File: config.mk
export PLATFORM = sky130hd
export DESIGN_NAME = pattern_trigger
export DESIGN_NICKNAME = d
export VERILOG_FILES = /design/src/rtl/pattern_trigger_pkg.sv /design/src/rtl/pt_sync.sv /design/src/rtl/pt_step_store.sv /design/src/rtl/pt_matcher.sv /design/src/rtl/pattern_trigger.sv
export SDC_FILE = /design/constraint.sdc
export NUM_CORES = 1
export LEC_CHECK = 0
export ABC_AREA = 1
export ABC_CLOCK_PERIOD_IN_PS = 6300
export BUFFER_PORTS_ARGS = -buffer_cell sky130_fd_sc_hd__buf_2
export CORE_ASPECT_RATIO = 2
export CORE_MARGIN = 3
export CORE_UTILIZATION = 35
export CTS_CLUSTER_DIAMETER = 50
export DETAILED_ROUTE_END_ITERATION = 6
export HOLD_SLACK_MARGIN = 0.08
export PLACE_DENSITY = 0.56
export SLEW_MARGIN = 20
export SYNTH_ARGS = -nofsm -noshare
export SYNTH_HDL_FRONTEND = slang
export SYNTH_SLANG_ARGS = --single-unit
File: constraint.sdc
create_clock -name clk -period 6.3 [get_ports clk]
set_input_delay 1.26 -clock clk [delete_from_list [all_inputs] [get_ports clk]]
set_output_delay 1.26 -clock clk [all_outputs]
set_load 0.01 [all_outputs]
File: src/rtl/pattern_trigger_pkg.sv
package pattern_trigger_pkg;

    // Matcher phase: waiting for step 0, or following a step.
    typedef enum logic {
        PH_IDLE  = 1'b0,
        PH_TRACK = 1'b1
    } phase_e;

    function automatic int unsigned idx_width(input int unsigned n);
        return (n > 1) ? $clog2(n) : 1;
    endfunction

endpackage

File: src/rtl/pt_sync.sv
module pt_sync #(
    parameter int unsigned STAGES = 2
) (
    input  logic clk,
    input  logic rst_n,
    input  logic d_i,
    output logic q_o
);

    logic [STAGES-1:0] chain_q;

    generate
        if (STAGES == 1) begin : g_one
            always_ff @(posedge clk or negedge rst_n) begin
                if (!rst_n) chain_q <= '0;
                else        chain_q <= d_i;
            end
        end else begin : g_many
            always_ff @(posedge clk or negedge rst_n) begin
                if (!rst_n) chain_q <= '0;
                else        chain_q <= {chain_q[STAGES-2:0], d_i};
            end
        end
    endgenerate

    assign q_o = chain_q[STAGES-1];

endmodule

File: src/rtl/pt_step_store.sv
module pt_step_store #(
    parameter int unsigned STEPS = 8,
    parameter int unsigned CNT_W = 16,
    localparam int unsigned IDX_W = pattern_trigger_pkg::idx_width(STEPS)
) (
    input  logic             clk,
    input  logic             rst_n,
    input  logic             we_i,
    input  logic [IDX_W-1:0] idx_i,
    input  logic             lvl_i,
    input  logic [CNT_W-1:0] min_i,
    input  logic [CNT_W-1:0] max_i,
    output logic             lvl_o [STEPS],
    output logic [CNT_W-1:0] min_o [STEPS],
    output logic [CNT_W-1:0] max_o [STEPS]
);

    generate
        for (genvar g = 0; g < STEPS; g++) begin : g_slot
            logic             lvl_q;
            logic [CNT_W-1:0] min_q;
            logic [CNT_W-1:0] max_q;

            always_ff @(posedge clk or negedge rst_n) begin
                if (!rst_n) begin
                    lvl_q <= 1'b0;
                    min_q <= CNT_W'(1);
                    max_q <= '1;
                end else if (we_i && (idx_i == IDX_W'(g))) begin
                    lvl_q <= lvl_i;
                    min_q <= min_i;
                    max_q <= max_i;
                end
            end

            assign lvl_o[g] = lvl_q;
            assign min_o[g] = min_q;
            assign max_o[g] = max_q;
        end
    endgenerate

endmodule

File: src/rtl/pt_matcher.sv
module pt_matcher
    import pattern_trigger_pkg::*;
#(
    parameter int unsigned STEPS = 8,
    parameter int unsigned CNT_W = 16,
    localparam int unsigned IDX_W = idx_width(STEPS)
) (
    input  logic             clk,
    input  logic             rst_n,
    input  logic             smp_i,
    input  logic             lvl_i [STEPS],
    input  logic [CNT_W-1:0] min_i [STEPS],
    input  logic [CNT_W-1:0] max_i [STEPS],
    input  logic [IDX_W-1:0] last_i,
    input  logic             route_i,
    output logic             fire_o,
    output logic             pin_o,
    output logic             trk_o,
    output logic [IDX_W-1:0] step_o,
    output logic [CNT_W-1:0] cnt_o,
    output logic [CNT_W-1:0] cur_max_o
);

    typedef struct packed {
        phase_e           phase;
        logic [IDX_W-1:0] step;
        logic [CNT_W-1:0] cnt;
        logic             fire;
        logic             pin;
    } mstate_t;

    mstate_t st_d, st_q;

    logic             cur_lvl;
    logic [CNT_W-1:0] cur_min;
    logic [CNT_W-1:0] cur_max;
    logic [IDX_W-1:0] nxt_idx;
    logic             tracking;
    logic             go_trk;
    logic [IDX_W-1:0] go_step;
    logic [CNT_W-1:0] go_cnt;
    logic             done;

    always_comb begin
        cur_lvl  = lvl_i[st_q.step];
        cur_min  = min_i[st_q.step];
        cur_max  = max_i[st_q.step];
        nxt_idx  = st_q.step + 1'b1;
        tracking = (st_q.phase == PH_TRACK);

        go_trk  = 1'b0;
        go_step = '0;
        go_cnt  = '0;

        if (tracking && (smp_i == cur_lvl) && (st_q.cnt < cur_max)) begin
            // still holding the level, inside the window
            go_trk  = 1'b1;
            go_step = st_q.step;
            go_cnt  = st_q.cnt + 1'b1;
        end else if (tracking && (smp_i != cur_lvl) && (st_q.cnt >= cur_min)
                     && (st_q.step != last_i) && (smp_i == lvl_i[nxt_idx])) begin
            // legal level change into the next step
            go_trk  = 1'b1;
            go_step = nxt_idx;
            go_cnt  = CNT_W'(1);
        end else if (smp_i == lvl_i[0]) begin
            // idle, or restart: this sample may open step 0
            go_trk  = 1'b1;
            go_step = '0;
            go_cnt  = CNT_W'(1);
        end

        done = go_trk && (go_step == last_i) && (go_cnt >= min_i[go_step]);

        st_d.phase = (go_trk && !done) ? PH_TRACK : PH_IDLE;
        st_d.step  = done ? '0 : go_step;
        st_d.cnt   = done ? '0 : go_cnt;
        st_d.fire  = done;
        st_d.pin   = done && route_i;
    end

    always_ff @(posedge clk or negedge rst_n) begin
        if (!rst_n) begin
            st_q <= '{phase: PH_IDLE, step: '0, cnt: '0, fire: 1'b0, pin: 1'b0};
        end else begin
            st_q <= st_d;
        end
    end

    assign fire_o    = st_q.fire;
    assign pin_o     = st_q.pin;
    assign trk_o     = tracking;
    assign step_o    = st_q.step;
    assign cnt_o     = st_q.cnt;
    assign cur_max_o = cur_max;

endmodule

File: src/rtl/pattern_trigger.sv
module pattern_trigger #(
    parameter int unsigned STEPS = 8,
    parameter int unsigned CNT_W = 16,
    parameter int unsigned SYNC_STAGES = 2,
    localparam int unsigned IDX_W = pattern_trigger_pkg::idx_width(STEPS)
) (
    input  logic             clk,
    input  logic             rst_n,
    input  logic             line_in,
    input  logic             cfg_we,
    input  logic [IDX_W-1:0] cfg_idx,
    input  logic             cfg_level,
    input  logic [CNT_W-1:0] cfg_min,
    input  logic [CNT_W-1:0] cfg_max,
    input  logic [IDX_W-1:0] last_step,
    input  logic             route_en,
    output logic             trig,
    output logic             trig_pin
);

    logic             line_s;
    logic             st_lvl [STEPS];
    logic [CNT_W-1:0] st_min [STEPS];
    logic [CNT_W-1:0] st_max [STEPS];
    logic             dbg_trk;
    logic [IDX_W-1:0] dbg_step;
    logic [CNT_W-1:0] dbg_cnt;
    logic [CNT_W-1:0] dbg_max;

    pt_sync #(.STAGES(SYNC_STAGES)) u_sync (
        .clk   (clk),
        .rst_n (rst_n),
        .d_i   (line_in),
        .q_o   (line_s)
    );

    pt_step_store #(.STEPS(STEPS), .CNT_W(CNT_W)) u_store (
        .clk   (clk),
        .rst_n (rst_n),
        .we_i  (cfg_we),
        .idx_i (cfg_idx),
        .lvl_i (cfg_level),
        .min_i (cfg_min),
        .max_i (cfg_max),
        .lvl_o (st_lvl),
        .min_o (st_min),
        .max_o (st_max)
    );

    pt_matcher #(.STEPS(STEPS), .CNT_W(CNT_W)) u_match (
        .clk       (clk),
        .rst_n     (rst_n),
        .smp_i     (line_s),
        .lvl_i     (st_lvl),
        .min_i     (st_min),
        .max_i     (st_max),
        .last_i    (last_step),
        .route_i   (route_en),
        .fire_o    (trig),
        .pin_o     (trig_pin),
        .trk_o     (dbg_trk),
        .step_o    (dbg_step),
        .cnt_o     (dbg_cnt),
        .cur_max_o (dbg_max)
    );

endmodule

# [Word level (Yosys, flattened, before mapping)]
# Cells that the tools add are included.
[totals] output_inout_bits=2 in_bits=44 elab_cells=100 regBits=288
[op_classes] bitwise=3 muxes=26 add_sub_neg=2 order_cmp=6 n_reduce_logical=20 n_eq_ne=13
[op_table] cell="$bmux W16 S3" n=3
[op_table] cell="$mux W16" n=9
[op_table] cell="$ge A16 B16 Y1" n=2
[op_table] cell="$logic_and A1 B1 Y1" n=18
[op_table] cell="$add A16 B1 Y16 const B" n=1
[op_table] cell="$lt A16 B16 Y1" n=1
[op_table] cell="$eq A3 B3 Y1 const B" n=4
[op_table] cell="$ge A4 B4 Y1 const B" n=3
[op_table] cell="$not A3 Y4" n=3
[op_table] cell="$mux W1" n=9
[op_table] cell="$mux W3" n=3
[op_table] cell="$bmux W1 S3" n=2
[op_table] cell="$eq A3 B2 Y1 const B" n=2
[op_table] cell="$add A3 B1 Y3 const B" n=1
[op_table] cell="$eq A1 B1 Y1" n=3
[op_table] cell="$eq A3 B1 Y1 const B" n=1
[op_table] cell="$eq A3 B3 Y1" n=1
[op_table] cell="$logic_not A3 Y1" n=1
[op_table] cell="$ne A3 B3 Y1" n=1
[op_table] cell="$logic_not A1 Y1" n=1
[op_table] cell="$ne A1 B1 Y1" n=1

# [Logic depth before layout (Yosys ltp)]
[logic_depth] depth_word=20 ltp_mapped=37 depth_no_buf=34

# [Modules after synthesis]
# From an unflattened synthesis, not the netlist that was laid out.
[unflattened] hier_cells=2341 hier_area_um2=16901.2
[by_module_without_submodules] mod="pt_step_store" area_per_inst_um2=10565.1 seq_area_each_um2=6776.5 instances=1 cells_per_inst=1187
[by_module_without_submodules] mod="pt_matcher" area_per_inst_um2=6286.0 seq_area_each_um2=550.5 instances=1 cells_per_inst=1152
[by_module_without_submodules] mod="pt_sync" area_per_inst_um2=50.0 seq_area_each_um2=50.0 instances=1 cells_per_inst=2

# [Worst setup path after synthesis]
# Ideal clock, no wire load.
[synth_path] kind="register to register" startpoint="reg u_match.st_q, in the netlist u_match.step_o[0]" endpoint="reg u_match.st_q, in the netlist u_match.cnt_o[0]" arrival_ns=4.476 path_stages_with_launch=37 required_time_ns=6.170 setup_ns=0.130 period_less_slack_ns=4.606 n_path_buf=7 setup_slack_ns=1.694 path_cell_list="dfrtp_1 -> buf_4 -> buf_2 -> clkbuf_1 -> clkbuf_1 -> nor2_1 -> o221ai_1 -> o21ai_0 -> ha_1 -> nand2_1 -> inv_1 -> nand3_1 -> nor3_1 -> nand3_1 -> nand3_1 -> nand3_2 -> inv_2 -> nand2_2 -> nand2_2 -> buf_6 -> buf_6 -> nand2_1 -> nand3_1 -> nand2_1 -> nand2_1 -> nand2_1 -> ha_1 -> nand2_1 -> inv_1 -> nand3_1 -> nor3_1 -> nand2_1 -> nand3_1 -> nand3_1 -> nor2_1 -> buf_2 -> a21oi_1"
[synth_lines] item="start, declared" line="pt_matcher.sv:32" source="mstate_t st_d, st_q;"
[synth_lines] item="start signal, assigned" line="pt_matcher.sv:84" source="st_q <= '{phase: PH_IDLE, step: '0, cnt: '0, fire: 1'b0, pin: 1'b0};"
[synth_lines] item="start signal, assigned" line="pt_matcher.sv:86" source="st_q <= st_d;"

==> reports/qor.yml <==
floorplanning:
  core_mm2: 0.04351
  initial_core_util_pct: 35.57
  dieHeight_um: 303.4
  die_w_um: 154.7
  top_level_ports: 46
  row_count: 108
  dieArea_mm2: 0.04693
critical_path:
  crit_path_top_delay_cell: "inv_2"
  crit_arrival_ns: 6.20
  critPathLaunchType: "register"
  path_max_fanout: 51
  cp-end-kind: "register"
  cp.required_ns: 6.74
  slowest_delay_ns: 0.58
  cpMostUsedCell: "nand2_1"
  path_class: "register to register"
drt:
  first_pass_iters: 6
  viasPerCell: 5.428
  initialDrtViolationCount: 896
  highest_layer: "met4"
  wl_met3_um: 2139
  met2_length_um: 25110
  wl_um: 49000
  drt-met1-wl_um: 18860
  wl_per_cell_um: 19.23
  vias: 13831
  drtAntennaViolNets: 0
  drcViolationCount: 0
sta:
  drv_slew: 0
  clock_skew_ns: 0.02871
  fin_crit_ns: 5.763
  clock.fmax_ghz: 0.1735
  slew_headroom_pct: 40.67
  tightestPinTransition_ns: 0.8899
  fin_tns_setup_ns: 0
  rsz0062_at_grt: "no"
  setup_viol: 0
  finalHoldViolCount: 0
  finalCritPeriodShare_pct: 91.48
clock_tree:
  post-cts-setup-buffers: 0
  ctsHoldBuffers: 0
  clkSinkCount: 288
  cts_resized: 0
  clkLatencyLatePin_ns: 0.57
  clock_tree.buffer_depth: 3
  clk_pin_slew_ns: 0.06
  tritoncts.num_buffers: 28
  clock-root-buffer: "clkbuf_16"
  htreeDepth: 1
  cts_tree: "built"
global_routing:
  track_usage_pct: 20.94
  grt_antenna_before_repair: 0
  grt_pass1_wl_um: 78280
  grt_max_degree: 141
  grt_overflow: 0
  grt_pass1_vias: 14145
synth:
  postSynthCellCount: 1998
  synth_most_common_cell: "nand2_1"
  ys_top_cells_by_count: "nand2_1 (456), o21ai_0 (399), nand3_1 (166)"
  yosys_register_bits: 288
  syn_nets: 2091
  yosysSeqAreaShare_pct: 47.67
  syn_area_mm2: 0.01548
  ys_top_cells_by_area: "dfrtp_1 (25%), dfstp_2 (23%), o21ai_0 (13%), nand2_1 (11%), nand3_1 (5.4%)"
  synthFlopType: "dfrtp_1"
  yosysWarningCount: 0
  syn_area_per_cell_um2: 7.746
  synth_area_leader_cell: "dfrtp_1"
  ys_async_sr_fraction_pct: 100.0
  synth_cell_types: 36
  synth_top_area_share_pct: 24.58
  synth_edf_count: 0
final_layout:
  fillers: 4607
  final_nets: 2069
  drive_gt1_share_pct: 14.56
  diodes: 0
  syn_to_final_growth_pct: 10.45
placed_design:
  hpwl_um: 31470
  port_buffers: 45
  gp_congestion: 0.9403
power_and_ir_drop:
  total_power_uw: 5125
  cellLeakagePower_uw: 0.007766
  irDropWorstVdd_mv: 0.1751
  power.density_mw_per_mm2: 299.8
outcome:
  outcome: "finished clean"
flow_run:
  drv_cap: 0
worst_hold_path:
  holdCritPathClass: "register to register"
[critical path, delay by kind of cell, from the launching register on]
family          cells  cell delay (ns)
buf+inv             5             1.50
flops               1             0.51
fa+ha+maj           2             0.58
simple gates       17             1.75
compound gates      7             1.25
[power breakdown]
group,switching (uW),leakage [uW],internal (uW),total [uW]
Sequential,237,0.00334,2300,2540
Clock,755,0.000458,943,1700
Combinational,557,0.00397,328,885
Total,1550,0.00777,3580,5120
[cell families (layout without fill, tap and decap cells)]
logic type                 Yosys count  in the layout  synth area share [%]
and+or+nand+nor                    802            802                 21.19
AOI/OAI and AO/OA                  562            562                 19.11
DFF                                288            288                 47.67
buffers and inverters              287            287                 7.494
adders and majority gates           49             49                 3.962
xor gates and xnor gates             9              9                0.5094
muxes                                1              1               0.06468
[worst paths after layout]
path | start | endpoint | slack, ns | cells past startpoint
min in group asynchronous | rst_n | u_store.g_slot[7].min_q[7]$_DFFE_PN0P_ | 0.68 | 1
worst min-delay path | u_sync.chain_q[0]$_DFF_PN0_ | u_sync.chain_q[1]$_DFF_PN0_ | 0.35 | 0
worst max-delay path | u_match.step_o[0]$_DFF_PN0_ | u_match.pin_o$_DFF_PN0_ | 0.54 | 31
worst max register to register | u_match.step_o[0]$_DFF_PN0_ | u_match.pin_o$_DFF_PN0_ | 0.54 | 31
worst min register to register | u_sync.chain_q[0]$_DFF_PN0_ | u_sync.chain_q[1]$_DFF_PN0_ | 0.35 | 0
max in group asynchronous | rst_n | u_store.g_slot[4].min_q[14]$_DFFE_PN0P_ | 4.24 | 2
[sequential cells by signal, summed over array words and instances (netlist names)]
name / count
u_match.step_o: 3
u_sync.chain_q: 2
u_match.cnt_o: 16
u_match.pin_o: 1
u_store.g_slot.lvl_q: 8
u_match.trk_o: 1
u_store.g_slot.min_q: 128
u_store.g_slot.max_q: 128
u_match.fire_o: 1
[through the flow]
step	setup slack (ns)	utilization [%]	hold slack (ns)	std cells	instance area, um^2
final	0.5367	39.28	0.3536	2548	17090
after global routing	0.05286	39.28	0.3580	2548	17090
after CTS	0.5210	39.28	0.3561	2548	17090
after detailed placement	0.5435	37.18	0.3413	2496	16180
after global placement	0.5880	37.18	0.3345	2496	16180
after floorplan	1.694	-	0.3312	1998	15480
[layer usage]
metal / up-vias / GRT usage, %
met5: - / 0
li1: 6605 / -
met3: 149 / 2.348
met1: 6631 / 23.55
met2: 446 / 38.52
met4: 0 / 11.05
[final cells by class]
type                    instances  area (um^2)  share of cell area [%]
repair buffers                 84        565.5                   3.309
multi-input cells            1423         6969                   40.77
clock inverters                 9        57.56                  0.3367
inverters                     151        569.3                   3.331
clock buffers                  43        859.6                   5.029
flip-flops and latches        288         7383                   43.20
well taps                     550        688.2                   4.026
[placed cells by master (no fill, tap or decap), drive strengths merged, types with 2 or more instances in the layout]
cell    Yosys  layout
a211oi      2       2
a21oi      97      97
a31oi       2       2
buf        36      84
clkbuf    100      43
clkinv      1       8
dfrtp     152     152
dfstp     136     136
ha         49      49
inv       150     152
nand2     461     461
nand3     168     168
nand3b      2       2
nand4       3       3
nor2      157     157
nor3        6       6
o211ai      5       5
o21ai     405     405
o221ai     24      24
o22ai      26      26
or2         3       3
xnor2       3       3
xor2        6       6
Note: power is estimated with default switching activity, not from simulation.
